<file path="config.mk">
export PLATFORM = sky130hd
export DESIGN_NAME = spi_rx_flags
export DESIGN_NICKNAME = d
export VERILOG_FILES = /design/src/rtl/spi_rx_pkg.sv /design/src/rtl/spi_rx_dp.sv /design/src/rtl/spi_rx_ctrl.sv /design/src/rtl/spi_rx_flags.sv
export SDC_FILE = /design/constraint.sdc
export NUM_CORES = 1
export LEC_CHECK = 0
export BUFFER_PORTS_ARGS = -buffer_cell sky130_fd_sc_hd__buf_4
export CAP_MARGIN = 0
export CORE_MARGIN = 2
export CORE_UTILIZATION = 50
export DETAILED_ROUTE_END_ITERATION = 16
export GPL_ROUTABILITY_DRIVEN = 0
export PLACE_DENSITY = 0.72
export REMOVE_ABC_BUFFERS = 1
export SYNTH_ARGS = -nofsm -noshare
export SYNTH_HDL_FRONTEND = slang
export SYNTH_SLANG_ARGS = --single-unit
</file>
<file path="constraint.sdc">
create_clock -name clk -period 2 [get_ports clk]
set_input_delay 0.5 -clock clk [delete_from_list [all_inputs] [get_ports clk]]
set_output_delay 0.5 -clock clk [all_outputs]
set_load 0.02 [all_outputs]
</file>
<file path="src/rtl/spi_rx_pkg.sv">
package spi_rx_pkg;
  typedef struct packed {
    logic loadData;
    logic dropByte;
  } rxStrobe_t;
endpackage

</file>
<file path="src/rtl/spi_rx_dp.sv">
module spi_rx_dp
  import spi_rx_pkg::*;
#(
  parameter int DATA_W      = 8,
  parameter int SYNC_STAGES = 2
) (
  input  logic              clk,
  input  logic              rst_n,
  input  logic              sck,
  input  logic              mosi,
  input  logic              ss_n,
  input  logic              ctrlWr,
  input  logic [1:0]        ctrlWrData,
  input  rxStrobe_t         strobe,
  output logic              byteDone,
  output logic [DATA_W-1:0] newByte,
  output logic [DATA_W-1:0] dataReg,
  output logic              rxIe,
  output logic              errIe
);
  localparam int CNT_W = (DATA_W > 1) ? $clog2(DATA_W) : 1;
  localparam logic [CNT_W-1:0] LAST_BIT = CNT_W'(DATA_W - 1);

  logic [SYNC_STAGES-1:0] sckSync, mosiSync, ssSync;
  logic sckPrev;

  generate
    for (genvar s = 0; s < SYNC_STAGES; s++) begin : g_sync
      always_ff @(posedge clk or negedge rst_n) begin
        if (!rst_n) begin
          sckSync[s]  <= 1'b0;
          mosiSync[s] <= 1'b0;
          ssSync[s]   <= 1'b1;
        end else if (s == 0) begin
          sckSync[s]  <= sck;
          mosiSync[s] <= mosi;
          ssSync[s]   <= ss_n;
        end else begin
          sckSync[s]  <= sckSync[s-1];
          mosiSync[s] <= mosiSync[s-1];
          ssSync[s]   <= ssSync[s-1];
        end
      end
    end
  endgenerate

  logic sckNow, mosiNow, ssNow, sckRise;
  assign sckNow  = sckSync[SYNC_STAGES-1];
  assign mosiNow = mosiSync[SYNC_STAGES-1];
  assign ssNow   = ssSync[SYNC_STAGES-1];
  assign sckRise = sckNow & ~sckPrev & ~ssNow;

  logic [CNT_W-1:0]  bitCnt;
  logic [DATA_W-1:0] shiftReg;

  assign newByte  = {shiftReg[DATA_W-2:0], mosiNow};
  assign byteDone = sckRise && (bitCnt == LAST_BIT);

  always_ff @(posedge clk or negedge rst_n) begin
    if (!rst_n) begin
      sckPrev  <= 1'b0;
      bitCnt   <= '0;
      shiftReg <= '0;
    end else begin
      sckPrev <= sckNow;
      if (ssNow) begin
        bitCnt <= '0;
      end else if (sckRise) begin
        shiftReg <= newByte;
        bitCnt   <= (bitCnt == LAST_BIT) ? '0 : bitCnt + 1'b1;
      end
    end
  end

  always_ff @(posedge clk or negedge rst_n) begin
    if (!rst_n) begin
      dataReg <= '0;
      rxIe    <= 1'b0;
      errIe   <= 1'b0;
    end else begin
      if (strobe.loadData) dataReg <= newByte;
      if (ctrlWr) begin
        rxIe  <= ctrlWrData[0];
        errIe <= ctrlWrData[1];
      end
    end
  end
endmodule

</file>
<file path="src/rtl/spi_rx_ctrl.sv">
module spi_rx_ctrl
  import spi_rx_pkg::*;
(
  input  logic      clk,
  input  logic      rst_n,
  input  logic      byteDone,
  input  logic      statusRd,
  input  logic      dataRd,
  output rxStrobe_t strobe,
  output logic      fullFlag,
  output logic      ovfFlag
);
  logic armFull, armOvf;

  always_comb begin
    strobe.loadData = byteDone & ~fullFlag & ~ovfFlag;
    strobe.dropByte = byteDone & (fullFlag | ovfFlag);
  end

  always_ff @(posedge clk or negedge rst_n) begin
    if (!rst_n) begin
      fullFlag <= 1'b0;
      ovfFlag  <= 1'b0;
      armFull  <= 1'b0;
      armOvf   <= 1'b0;
    end else begin
      if (statusRd) begin
        armFull <= fullFlag;
        armOvf  <= ovfFlag;
      end
      if (dataRd) begin
        if (armFull) fullFlag <= 1'b0;
        if (armOvf)  ovfFlag  <= 1'b0;
        armFull <= 1'b0;
        armOvf  <= 1'b0;
      end
      if (strobe.loadData) fullFlag <= 1'b1;
      if (strobe.dropByte && !ovfFlag) ovfFlag <= 1'b1;
    end
  end
endmodule

</file>
<file path="src/rtl/spi_rx_flags.sv">
module spi_rx_flags
  import spi_rx_pkg::*;
#(
  parameter int DATA_W      = 8,
  parameter int SYNC_STAGES = 2
) (
  input  logic              clk,
  input  logic              rst_n,
  input  logic              sck,
  input  logic              mosi,
  input  logic              ss_n,
  input  logic              statusRd,
  input  logic              dataRd,
  input  logic              ctrlWr,
  input  logic [1:0]        ctrlWrData,
  output logic [7:0]        statusOut,
  output logic [DATA_W-1:0] dataOut,
  output logic              rxIrq,
  output logic              errIrq
);
  rxStrobe_t         strobe;
  logic              byteDone, fullFlag, ovfFlag, rxIe, errIe;
  logic [DATA_W-1:0] newByte;

  spi_rx_dp #(.DATA_W(DATA_W), .SYNC_STAGES(SYNC_STAGES)) u_dp (
    .clk(clk), .rst_n(rst_n), .sck(sck), .mosi(mosi), .ss_n(ss_n),
    .ctrlWr(ctrlWr), .ctrlWrData(ctrlWrData), .strobe(strobe),
    .byteDone(byteDone), .newByte(newByte), .dataReg(dataOut),
    .rxIe(rxIe), .errIe(errIe)
  );

  spi_rx_ctrl u_ctrl (
    .clk(clk), .rst_n(rst_n), .byteDone(byteDone), .statusRd(statusRd),
    .dataRd(dataRd), .strobe(strobe), .fullFlag(fullFlag), .ovfFlag(ovfFlag)
  );

  assign statusOut = {fullFlag, ovfFlag, 4'b0000, errIe, rxIe};
  assign rxIrq     = fullFlag & rxIe;
  assign errIrq    = ovfFlag & errIe;
endmodule

</file>
Word-level counts from Yosys, hierarchy flattened
Index checks and enable logic that the tools add are counted.

word-level totals
  flip-flop bits (word level) = 31
  output and inout bits = 18

operators by class
  reductions and logical operators = 12
  eq/ne operators = 1
  muxes and demuxes = 13
  bitwise logic cells = 12
  add/sub/neg operators = 1

operator list
  cell                 number
  $reduce_bool 2->1    6
  $mux 1               10
  $mux 3               3
  $and 1x1->1          7
  $reduce_and 2->1     3
  $not 1->1            4
  $add 3x1->3 const B  1
  $eq 3x3->1 const B   1
  $logic_and 1x1->1    2
  $logic_not 1->1      1
  $or 1x1->1           1

Longest topological paths before layout
Gate-level depths: netlist of run 1.

  depth after elaboration = 8
  depth in mapped cells = 5
  gate-level depth less buffers = 5

Modules after synthesis
Synthesis of run 1 repeated with hierarchy kept, for this count alone.

unflattened totals
  cells, all modules = 84
  area total of the unflattened synthesis = 1,251.2 um^2

by module, submodules not included
  module        cells an instance  seq. area each (um^2)  area an instance (um^2)  times used
  spi_rx_dp     59                 678.2                  1,004.7                  1
  spi_rx_ctrl   14                 100.1                  170.2                    1
  spi_rx_flags  11                 0.0                    76.3                     1

Least setup slack after synthesis of run 1
No wires, ideal clock.

  kind = reg-to-reg
  from = register u_dp.bitCnt[0]
  to = register u_dp.dataReg[0]
  required time = 1,875 ps
  arrival time = 1,355 ps
  library setup time = 125 ps
  stages on the path, launching flop included = 6
  setup slack = 521 ps
  path buffers = 0
  cell sequence = dfrtp_1 > ha_1 > ha_1 > nor4b_4 > nand2_4 > mux2_2

between the ends
  word-level cells in the longest chain between the ends = 4

ends and longest elaborated chain
  what                      line               source
  start, declared           spi_rx_dp.sv:53    logic [CNT_W-1:0] bitCnt;
  start signal, assigned    spi_rx_dp.sv:70    bitCnt <= (bitCnt == LAST_BIT) ? '0 : bitCnt + 1'b1;
  $eq 3x3->1                spi_rx_dp.sv:57    assign byteDone = sckRise && (bitCnt == LAST_BIT);
  $logic_and 1x1->1         spi_rx_dp.sv:57
  $and 1x1->1 (2 in a row)  spi_rx_ctrl.sv:16  strobe.loadData = byteDone & ~fullFlag & ~ovfFlag;
  end signal, assigned      spi_rx_dp.sv:81    if (strobe.loadData) dataReg <= newByte;
  end, declared             spi_rx_dp.sv:17    output logic [DATA_W-1:0] dataReg,

Every way passes these cells.
A chain may end at the register's enable or synchronous reset.

Worst setup path after layout of run 1
  from = register u_ctrl.ovfFlag
  to = output port errIrq

between the ends
  word-level cells in the longest chain between the ends = 1

ends and longest elaborated chain
  what                    line                source
  start, declared         spi_rx_ctrl.sv:11   output logic ovfFlag
  start signal, assigned  spi_rx_ctrl.sv:23   ovfFlag <= 1'b0;
  start signal, assigned  spi_rx_ctrl.sv:33   if (armOvf) ovfFlag <= 1'b0;
  start signal, assigned  spi_rx_ctrl.sv:38   if (strobe.dropByte && !ovfFlag) ovfFlag <= 1'b1;
  $and 1x1->1             spi_rx_flags.sv:39  assign errIrq = ovfFlag & errIe;
  end, declared           spi_rx_flags.sv:19  output logic errIrq

Every way passes these cells.

==> results.yml, run 1 <==
pwr:
  leakage_nw: 0.745
  p_comb_share_pct: 15.5
  clkPwrFrac_pct: 26.6
  swShare_pct: 27.2
  p_total_mw: 1.38
  p_per_area_mw_per_mm2: 946
  p_sw_uw: 374
  power.internal_mw: 1.00
  ir_drop_mv: 0.781
  seq_power_share_pct: 57.9
die:
  num_rows: 18
  initial_core_util_pct: 51.4
  ioPinCount: 28
  fp.dieW_um: 53.8
  fp.dieH_um: 53.8
  dieArea_mm2: 0.00289
  core_mm2: 0.00241
worst_setup_path:
  endpoint_kind: "output port"
  cp.arrival_ns: 1.12
  cp.required_ns: 1.50
  crit_fanout: 6
  crit_type: "reg -> out"
  crit_chain: "and2_1 > buf_4"
  critPathSlowestCell: "dfrtp_1"
  cpPeakStageDelay_ns: 0.47
  worst_setup_path_start_kind: "flop"
global_route:
  antenna_found_initial: 0
  grt_max_degree: 32
  grt_usage_pct: 14.8
  grt_pass1_wl_um: 2820
  grt_pass1_vias: 640
  overflow: 0
logic_synthesis:
  synth_most_common_cell: "dfrtp_1"
  yosys_warnings: 0
  synth.top_cells.by_count: "29 x dfrtp_1, 17 x mux2_2, 8 x buf_4"
  ys_ff_latch: 31
  ys_top_cells_by_area: "dfrtp_1 59%, mux2_2 15%, buf_4 4.8%"
  ys_types: 16
  syn_area_per_cell_um2: 14.9
  yosys.area.top_type: "dfrtp_1"
  syn_area_mm2: 0.00124
  syn-instance-count: 83
  seq_area_frac_synth_pct: 62.8
  yosysTopAreaCellShare_pct: 58.6
  synth-edff-count: 0
  synthArstFlopShare_pct: 100
  synth_flop_cell: "dfrtp_1"
clock_network:
  root_buffer: "clkbuf_4"
  post-cts-setup-buffer-count: 0
  cts_sinks: 31
  cts_resized: 0
  cts_max_path_buffers: 2
  hold_buffers: 0
  clk_pin_slew_ns: 0.09
  tritoncts: "built"
  h-tree-depth: 2
  cts_made_buffers: 5
  clock_latency_ns: 0.32
timing:
  final-setup-viol-count: 0
  report.final.slew_viol_count: 0
  skew_ns: 0.00249
  fin_crit_ns: 1.62
  period_share_pct: 81.0
  relSlewSlack_pct: 63.7
  max_freq_ghz: 0.617
  tns_ns: 0
  rsz0062_at_grt: "false"
  finalHoldViolations: 0
  tightest_slew_ns: 0.543
cells_and_area:
  layout-drive-gt1-share_pct: 48.1
  top_register: "u_dp.dataReg"
  area_delta_synth_final_pct: 17.5
  final_nets: 119
  diodes: 0
  largest_register_ff_count: 8
  top_regs: "u_dp.dataReg: 8 flops, u_dp.shiftReg: 7 flops, u_dp.bitCnt: 3 flops"
detailed_routing:
  dr.pass1.iters: 2
  ant_nets: 0
  wirelength_um: 1740
  wl_per_cell_um: 12.6
  vias: 660
  drc: 0
  routed_via_density: 4.78
  drt_iter0_drc: 1
status:
  status: "complete, no violations"
placement:
  port_buffers: 23
  place_hpwl_um: 1220
worst_hold_path:
  hold_path_class: "in -> async"
flow_run:
  max-cap-violations: 0
## layer usage
layer	global-route usage (%)	vias to the layer above	wire [um]
li1	-	319	-
met1	17.4	324	769
met2	22.2	14	862
met3	5.83	3	84
met4	10.3	0	27
met5	0	-	0
## cell families (layout without fill, tap and decap cells)
family,Yosys count,count (layout),synth area share (%)
AOI/OAI and AO/OA,2,2,1.01
and+or+nand+nor,16,16,9.09
DFF,31,31,62.8
adders and majority gates,2,2,2.02
other,1,4,0.303
muxes,22,22,19.5
buffers and inverters,9,31,5.25
## path summary, 6_finish.rpt
kind / slack (ns) / cells past startpoint / from / to
setup / recovery: 0.38 / 2 / u_ctrl.ovfFlag / errIrq
hold / removal: 0.08 / 1 / rst_n / u_dp.mosiSync[0]
setup reg to reg: 0.40 / 5 / u_dp.bitCnt[0] / u_dp.dataReg[2]
hold reg to reg: 0.36 / 0 / u_dp.sckSync[0] / u_dp.sckNow
max in group asynchronous: 1.60 / 1 / rst_n / u_dp.ssSync[0]
min in group clk: 0.28 / 1 / ss_n / u_dp.ssSync[0]
## layout by cell type, fill, tap and decap left out, types with 2 or more instances in the layout
cell type	synthesis	final
clkbuf_4	0	5
dfstp_2	2	2
and2_1	2	2
nand2_1	3	3
mux2i_1	5	5
conb_1	1	4
nor2_1	6	6
dfrtp_1	29	29
ha_1	2	2
nor2b_1	2	2
mux2_2	17	17
buf_4	8	23
a31oi_1	2	2
## power by group through the flow
| stage | combinational, mW | sequential [mW] | clock [mW] |
|---|---|---|---|
| global placement | 0.211 | 0.807 | 0 |
| detailed placement | 0.217 | 0.810 | 0 |
| CTS | 0.219 | 0.799 | 0.382 |
| floorplan | 0.114 | 0.812 | 0 |
| global route | 0.234 | 0.812 | 0.417 |
| finish | 0.214 | 0.797 | 0.367 |
## critical path: cells and delay by family (launching register included)
family	cells	cell delay [ns]
flops	1	0.47
simple gates	1	0.18
buf+inv	1	0.15
## cell type report
cell class	count	area [um^2]
Fill cell	183	955
Timing Repair Buffer	23	173
Tap cell	30	37.5
Multi-Input combinational cell	46	407
Clock inverter	1	5.00
Clock buffer	7	55.1
Sequential cell	31	778
## per-stage QoR
step           hold slack, ns  setup slack [ns]  utilization (%)  instances  area [um^2]
4_1_cts                0.0836             0.360             60.4        138         1460
2_1_floorplan           0.204             0.509                -         77         1180
6_report               0.0847             0.380             60.4        138         1460
5_1_grt                0.0854             0.232             60.4        138         1460
3_3_place_gp            0.332             0.462             57.9        130         1400
3_5_place_dp            0.340             0.414             57.9        130         1400
Power figures use the tool's default switching activity.
==> run 2: changes to the inputs <==
- ABC_AREA: not set -> 1
- CORE_UTILIZATION: 50 -> 47
- PLACE_DENSITY: 0.72 -> 0.7
- clock period: 2 -> 1.4 ns (I/O delays scaled with it)
==> run 2 against run 1 <==
  * Wire length is 25% higher
  * Flip-flop and latch count is the same
  * Area after synthesis is 4.0% higher
  * Total power is 33% higher
  * First-iteration DRC count grew to 16 times the previous value
  * Critical endpoint unchanged
  * Highest routed layer unchanged
==> results.yml, run 2 <==
die:
  num_rows: 18
  initial_core_util_pct: 50.6
  core_mm2: 0.00254
  dieArea_mm2: 0.00318
  ioPinCount: 28
  fp.dieW_um: 56.4
  fp.dieH_um: 56.4
logic_synthesis:
  syn_area_per_cell_um2: 10.1
  synth.top_cells.by_count: "41 x nand2_1, 29 x dfrtp_1, 11 x inv_1"
  synth_flop_cell: "dfrtp_1"
  synth_most_common_cell: "nand2_1"
  syn_area_mm2: 0.00129
  synth-edff-count: 0
  ys_types: 21
  synthArstFlopShare_pct: 100
  ys_top_cells_by_area: "dfrtp_1 56%, nand2_1 12%, buf_4 5.8%"
  ys_ff_latch: 31
  syn-instance-count: 128
  yosys_warnings: 0
  seq_area_frac_synth_pct: 60.4
  yosysTopAreaCellShare_pct: 56.3
  yosys.area.top_type: "dfrtp_1"
cells_and_area:
  final_cell_mix: "41 x nand2_1, 27 x buf_4, 27 x dfrtp_1"
  top_regs: "u_dp.dataReg: 8 flops, u_dp.shiftReg: 7 flops, u_dp.bitCnt: 3 flops"
  top_register: "u_dp.dataReg"
  area_delta_synth_final_pct: 20.7
  final_nets: 169
  postLayoutCoreUtil_pct: 61.1
  final_common_cell: "nand2_1"
  largest_register_ff_count: 8
  n_fill_cell: 222
  diodes: 0
  post-route-cell-area_mm2: 0.00156
  layout-drive-gt1-share_pct: 32.3
pwr:
  p_comb_share_pct: 17.0
  swShare_pct: 29.2
  ir_drop_mv: 0.823
  power.internal_mw: 1.30
  leakage_nw: 0.847
  p_per_area_mw_per_mm2: 1180
  clkPwrFrac_pct: 26.5
  p_total_mw: 1.83
  seq_power_share_pct: 56.5
  p_sw_uw: 534
placement:
  port_buffers: 23
  place_hpwl_um: 1590
  placed_area_mm2: 0.00146
worst_setup_path:
  endpoint_kind: "output port"
  crit_type: "reg -> out"
  worst_setup_path_start_kind: "flop"
  cp.arrival_ns: 0.98
  crit_chain: "nand2_1 > inv_1 > buf_6"
  cp_top_family: "flip-flops"
  critPathSlowestCell: "dfrtp_2"
  cpPeakStageDelay_ns: 0.43
  cp.required_ns: 1.05
  crit_fanout: 3
  path_buf_inv: 2
global_route:
  grt_usage_pct: 16.5
  overflow: 0
  grt_max_degree: 32
  grt_pass1_vias: 890
  antenna_found_initial: 0
  grt_pass1_wl_um: 3870
clock_network:
  cts_max_path_buffers: 2
  root_buffer: "clkbuf_4"
  clk_pin_slew_ns: 0.10
  h-tree-depth: 2
  tritoncts: "built"
  cts_made_buffers: 5
  clock_latency_ns: 0.33
  cts_sinks: 31
timing:
  skew_ns: 0.00769
  rsz0062_at_grt: "false"
  max_freq_ghz: 0.753
  tns_ns: 0
  fin_crit_ns: 1.33
  report.final.slew_viol_count: 0
  period_share_pct: 94.9
  finalHoldViolations: 0
  final-setup-viol-count: 0
detailed_routing:
  vias: 901
  drc: 0
  routed_via_density: 4.79
  wl_per_cell_um: 11.6
  drt_iter0_drc: 16
  ant_nets: 0
  dr.pass1.iters: 4
  wirelength_um: 2180
flow_run:
  max-cap-violations: 0
worst_hold_path:
  hold_path_class: "in -> reg"
status:
  status: "complete, no violations"
[run 2: changes by cell type in the layout (fill, tap and decap cells not counted), sizes merged, moves of 6 or more]
cell and change:
nand3 +6, mux2 -15, buf +6, inv +12, o21ai +7, nand4 +10
nand2 +38
[run 2: layer usage]
layer | wire [um] | track usage [%]
met5 | 0 | 0
met4 | 20 | 13.9
met3 | 92 | 5.30
met2 | 1140 | 24.4
met1 | 935 | 19.4
[run 2: final cells by class]
cell class	count	area [um^2]	area share, %
clock inverter	3	15.0	0.965
timing repair buffer	30	235	15.1
multi-input combinational	77	404	26.0
clock buffer	5	37.5	2.41
sequential	31	781	50.2
inverter	12	45.0	2.90
tap	30	37.5	2.41
[run 2: power by group through the flow]
| stage | Sequential, mW | Combinational, mW | Clock (mW) |
|---|---|---|---|
| 2_1_floorplan | 1.07 | 0.133 | 0 |
| 3_3_place_gp | 1.06 | 0.265 | 0 |
| 3_5_place_dp | 1.06 | 0.272 | 0 |
| 4_1_cts | 1.03 | 0.309 | 0.510 |
| 5_1_grt | 1.05 | 0.348 | 0.547 |
| 6_report | 1.03 | 0.311 | 0.485 |
[run 2: kinds of logic (layout without fill, tap and decap cells)]
group                      Yosys count  in the layout  synth area share, %
other                                1              4                0.291
and+or+nand+nor                     62             62                 22.9
buffers and inverters               23             50                 9.71
adders and majority gates            2              2                 1.94
AOI/OAI and AO/OA                    7              7                 3.01
muxes                                2              2                 1.75
DFF                                 31             31                 60.4
[run 2: final timing paths]
check / start / cells after the start / end / slack [ns]
worst min register to register: u_dp.sckSync[0] / 0 / u_dp.sckNow / 0.36
max in group asynchronous: rst_n / 2 / u_dp.ssSync[0] / 0.61
worst min-delay path: mosi / 1 / u_dp.mosiSync[0] / 0.12
worst max-delay path: u_ctrl.ovfFlag / 3 / errIrq / 0.07
min in group asynchronous: rst_n / 2 / u_dp.dataReg[1] / 0.47
worst max register to register: u_dp.bitCnt[0] / 5 / u_dp.dataReg[2] / 0.14
[run 2: metrics by stage]
| step | hold WS [ns] | std cells | worst slack (ns) |
|---|---|---|---|
| final | 0.118 | 188 | 0.0714 |
| after global routing | 0.0906 | 188 | 0.00170 |
| after CTS | 0.0988 | 188 | 0.0267 |
| after detailed placement | 0.298 | 177 | 0.0749 |
| after global placement | 0.294 | 177 | 0.106 |
| after floorplan | 0.0544 | 120 | 0.114 |
[run 2: what timing repair did]
action,CTS,global route
setup endpoints to repair,2,10
hold buffers,1,0
gates resized for setup,2,4
buffers inserted,2,0
endpoints found under the hold margin,29,0
==> run 3: changes to the inputs <==
- CTS_BUF_LIST: not set -> sky130_fd_sc_hd__clkbuf_16
==> run 3 against run 2 <==
  * The run now ends with hold timing left
  * Final cell count decreased by 1.6%
  * Wire length increased by 0.96%
  * Via count decreased by 0.89%
  * Largest cell class unchanged
  * Largest power group unchanged
==> results.yml, run 3 (same netlist as run 2, synthesis figures left out) <==
pwr:
  p_per_area_mw_per_mm2: 1440
  ir_drop_mv: 1.14
  power.internal_mw: 1.74
  clkPwrFrac_pct: 43.0
  seq_power_share_pct: 45.4
  p_sw_uw: 585
  swShare_pct: 25.2
  p_comb_share_pct: 11.6
  leakage_nw: 0.869
status:
  status: "complete, but fails checks"
  failed_checks: "hold timing"
global_route:
  grt_usage_pct: 16.8
  grt_pass1_wl_um: 3940
  grt_pass1_vias: 869
  grt_max_degree: 32
  antenna_found_initial: 0
  overflow: 0
die:
  num_rows: 18
  core_mm2: 0.00254
  fp.dieW_um: 56.4
  initial_core_util_pct: 50.6
  dieArea_mm2: 0.00318
  fp.dieH_um: 56.4
  ioPinCount: 28
cells_and_area:
  top_register: "u_dp.dataReg"
  largest_register_ff_count: 8
  final_common_cell: "nand2_1"
  final_cell_mix: "41 x nand2_1, 27 x buf_4, 27 x dfrtp_1"
  diodes: 0
  layout-drive-gt1-share_pct: 31.6
  top_regs: "u_dp.dataReg: 8 flops, u_dp.shiftReg: 7 flops, u_dp.bitCnt: 3 flops"
  area_delta_synth_final_pct: 25.0
  final_nets: 166
detailed_routing:
  drc: 0
  wl_per_cell_um: 11.9
  ant_nets: 0
  drt_iter0_drc: 21
  wirelength_um: 2200
  vias: 893
  dr.pass1.iters: 4
  routed_via_density: 4.83
worst_setup_path:
  crit_fanout: 6
  critPathSlowestCell: "dfrtp_2"
  rr_worst_depth: 5
  cp.required_ns: 1.05
  worst_setup_path_start_kind: "flop"
  cp.arrival_ns: 0.98
  crit_type: "reg -> out"
  crit_chain: "nand2_1 > inv_1 > buf_4"
  cpPeakStageDelay_ns: 0.45
  endpoint_kind: "output port"
timing:
  whs_ns: -0.00460
  fin_ws_ns: 0.0721
  skew_ns: 0.00327
  tns_ns: 0
  finalHoldViolations: 7
  rsz0062_at_grt: "false"
  final-setup-viol-count: 0
  period_share_pct: 94.8
  max_freq_ghz: 0.753
  fin_crit_ns: 1.33
  report.final.slew_viol_count: 0
placement:
  pre_cts_slack_ns: 0.0749
  port_buffers: 23
  place_hpwl_um: 1590
clock_network:
  clock_latency_ns: 0.27
  hold_buffers: 0
  cts_resized: 0
  post-cts-setup-buffer-count: 0
  cts_made_buffers: 5
  cts_max_path_buffers: 2
  h-tree-depth: 2
  clk_pin_slew_ns: 0.05
  tritoncts: "built"
  root_buffer: "clkbuf_16"
  cts_sinks: 31
flow_run:
  max-cap-violations: 0
worst_hold_path:
  hold_path_class: "in -> async"
## run 3: changes by cell type in the layout (fill, tap and decap cells not counted), sizes merged
| cell | previous run | this run |
|---|---|---|
| buf | 29 | 27 |
| dlygate4sd3 | 1 | 0 |
## run 3: layout make-up
class | count | area (um^2)
Tap cell | 30 | 37.5
Inverter | 12 | 45.0
Multi-Input combinational cell | 77 | 404
Clock buffer | 5 | 125
Clock inverter | 3 | 15.0
Timing Repair Buffer | 27 | 203
Sequential cell | 31 | 781
Fill cell | 214 | 935
## run 3: critical path, delay by kind of cell (launching register included)
kind | cells | cell delay, ns
buffers and inverters | 2 | 0.18
DFF | 1 | 0.45
and+or+nand+nor | 1 | 0.07
## run 3: power by group through the flow
stage	sequential [mW]	combinational, mW	clock, mW
final	1.05	0.270	0.999
after global routing	1.06	0.304	1.06
after CTS	1.05	0.273	1.02
after detailed placement	1.06	0.272	0
after global placement	1.06	0.265	0
after floorplan	1.07	0.133	0
## run 3: through the flow
stage	hold WS (ns)	power, mW	util, %	area [um^2]	instances
CTS	0.00919	2.34	62.9	1600	185
finish	-0.00460	2.32	63.3	1610	185
global route	0.0231	2.43	63.3	1610	185
floorplan	0.0544	1.20	-	1220	120
detailed placement	0.298	1.34	57.4	1460	177
global placement	0.294	1.32	57.4	1460	177
## run 3: final timing paths
check                                start                to  slack [ns]
setup reg to reg            u_dp.bitCnt[0]   u_dp.dataReg[2]        0.14
hold / removal                       rst_n   u_dp.dataReg[1]      -0.005
max in group asynchronous            rst_n    u_dp.ssSync[0]        1.09
hold reg to reg            u_dp.sckSync[0]       u_dp.sckNow        0.35
setup / recovery           u_ctrl.fullFlag             rxIrq        0.07
min in group clk                      mosi  u_dp.mosiSync[0]        0.18
## run 3: routing by layer
| metal | global-route usage [%] | vias to the layer above | part of all wire [%] |
|---|---|---|---|
| met5 | 0 | - | 0 |
| met4 | 9.86 | 0 | 2.3 |
| met3 | 6.22 | 4 | 3.5 |
| met2 | 26.1 | 13 | 51 |
| met1 | 19.8 | 423 | 43 |
| li1 | - | 453 | - |
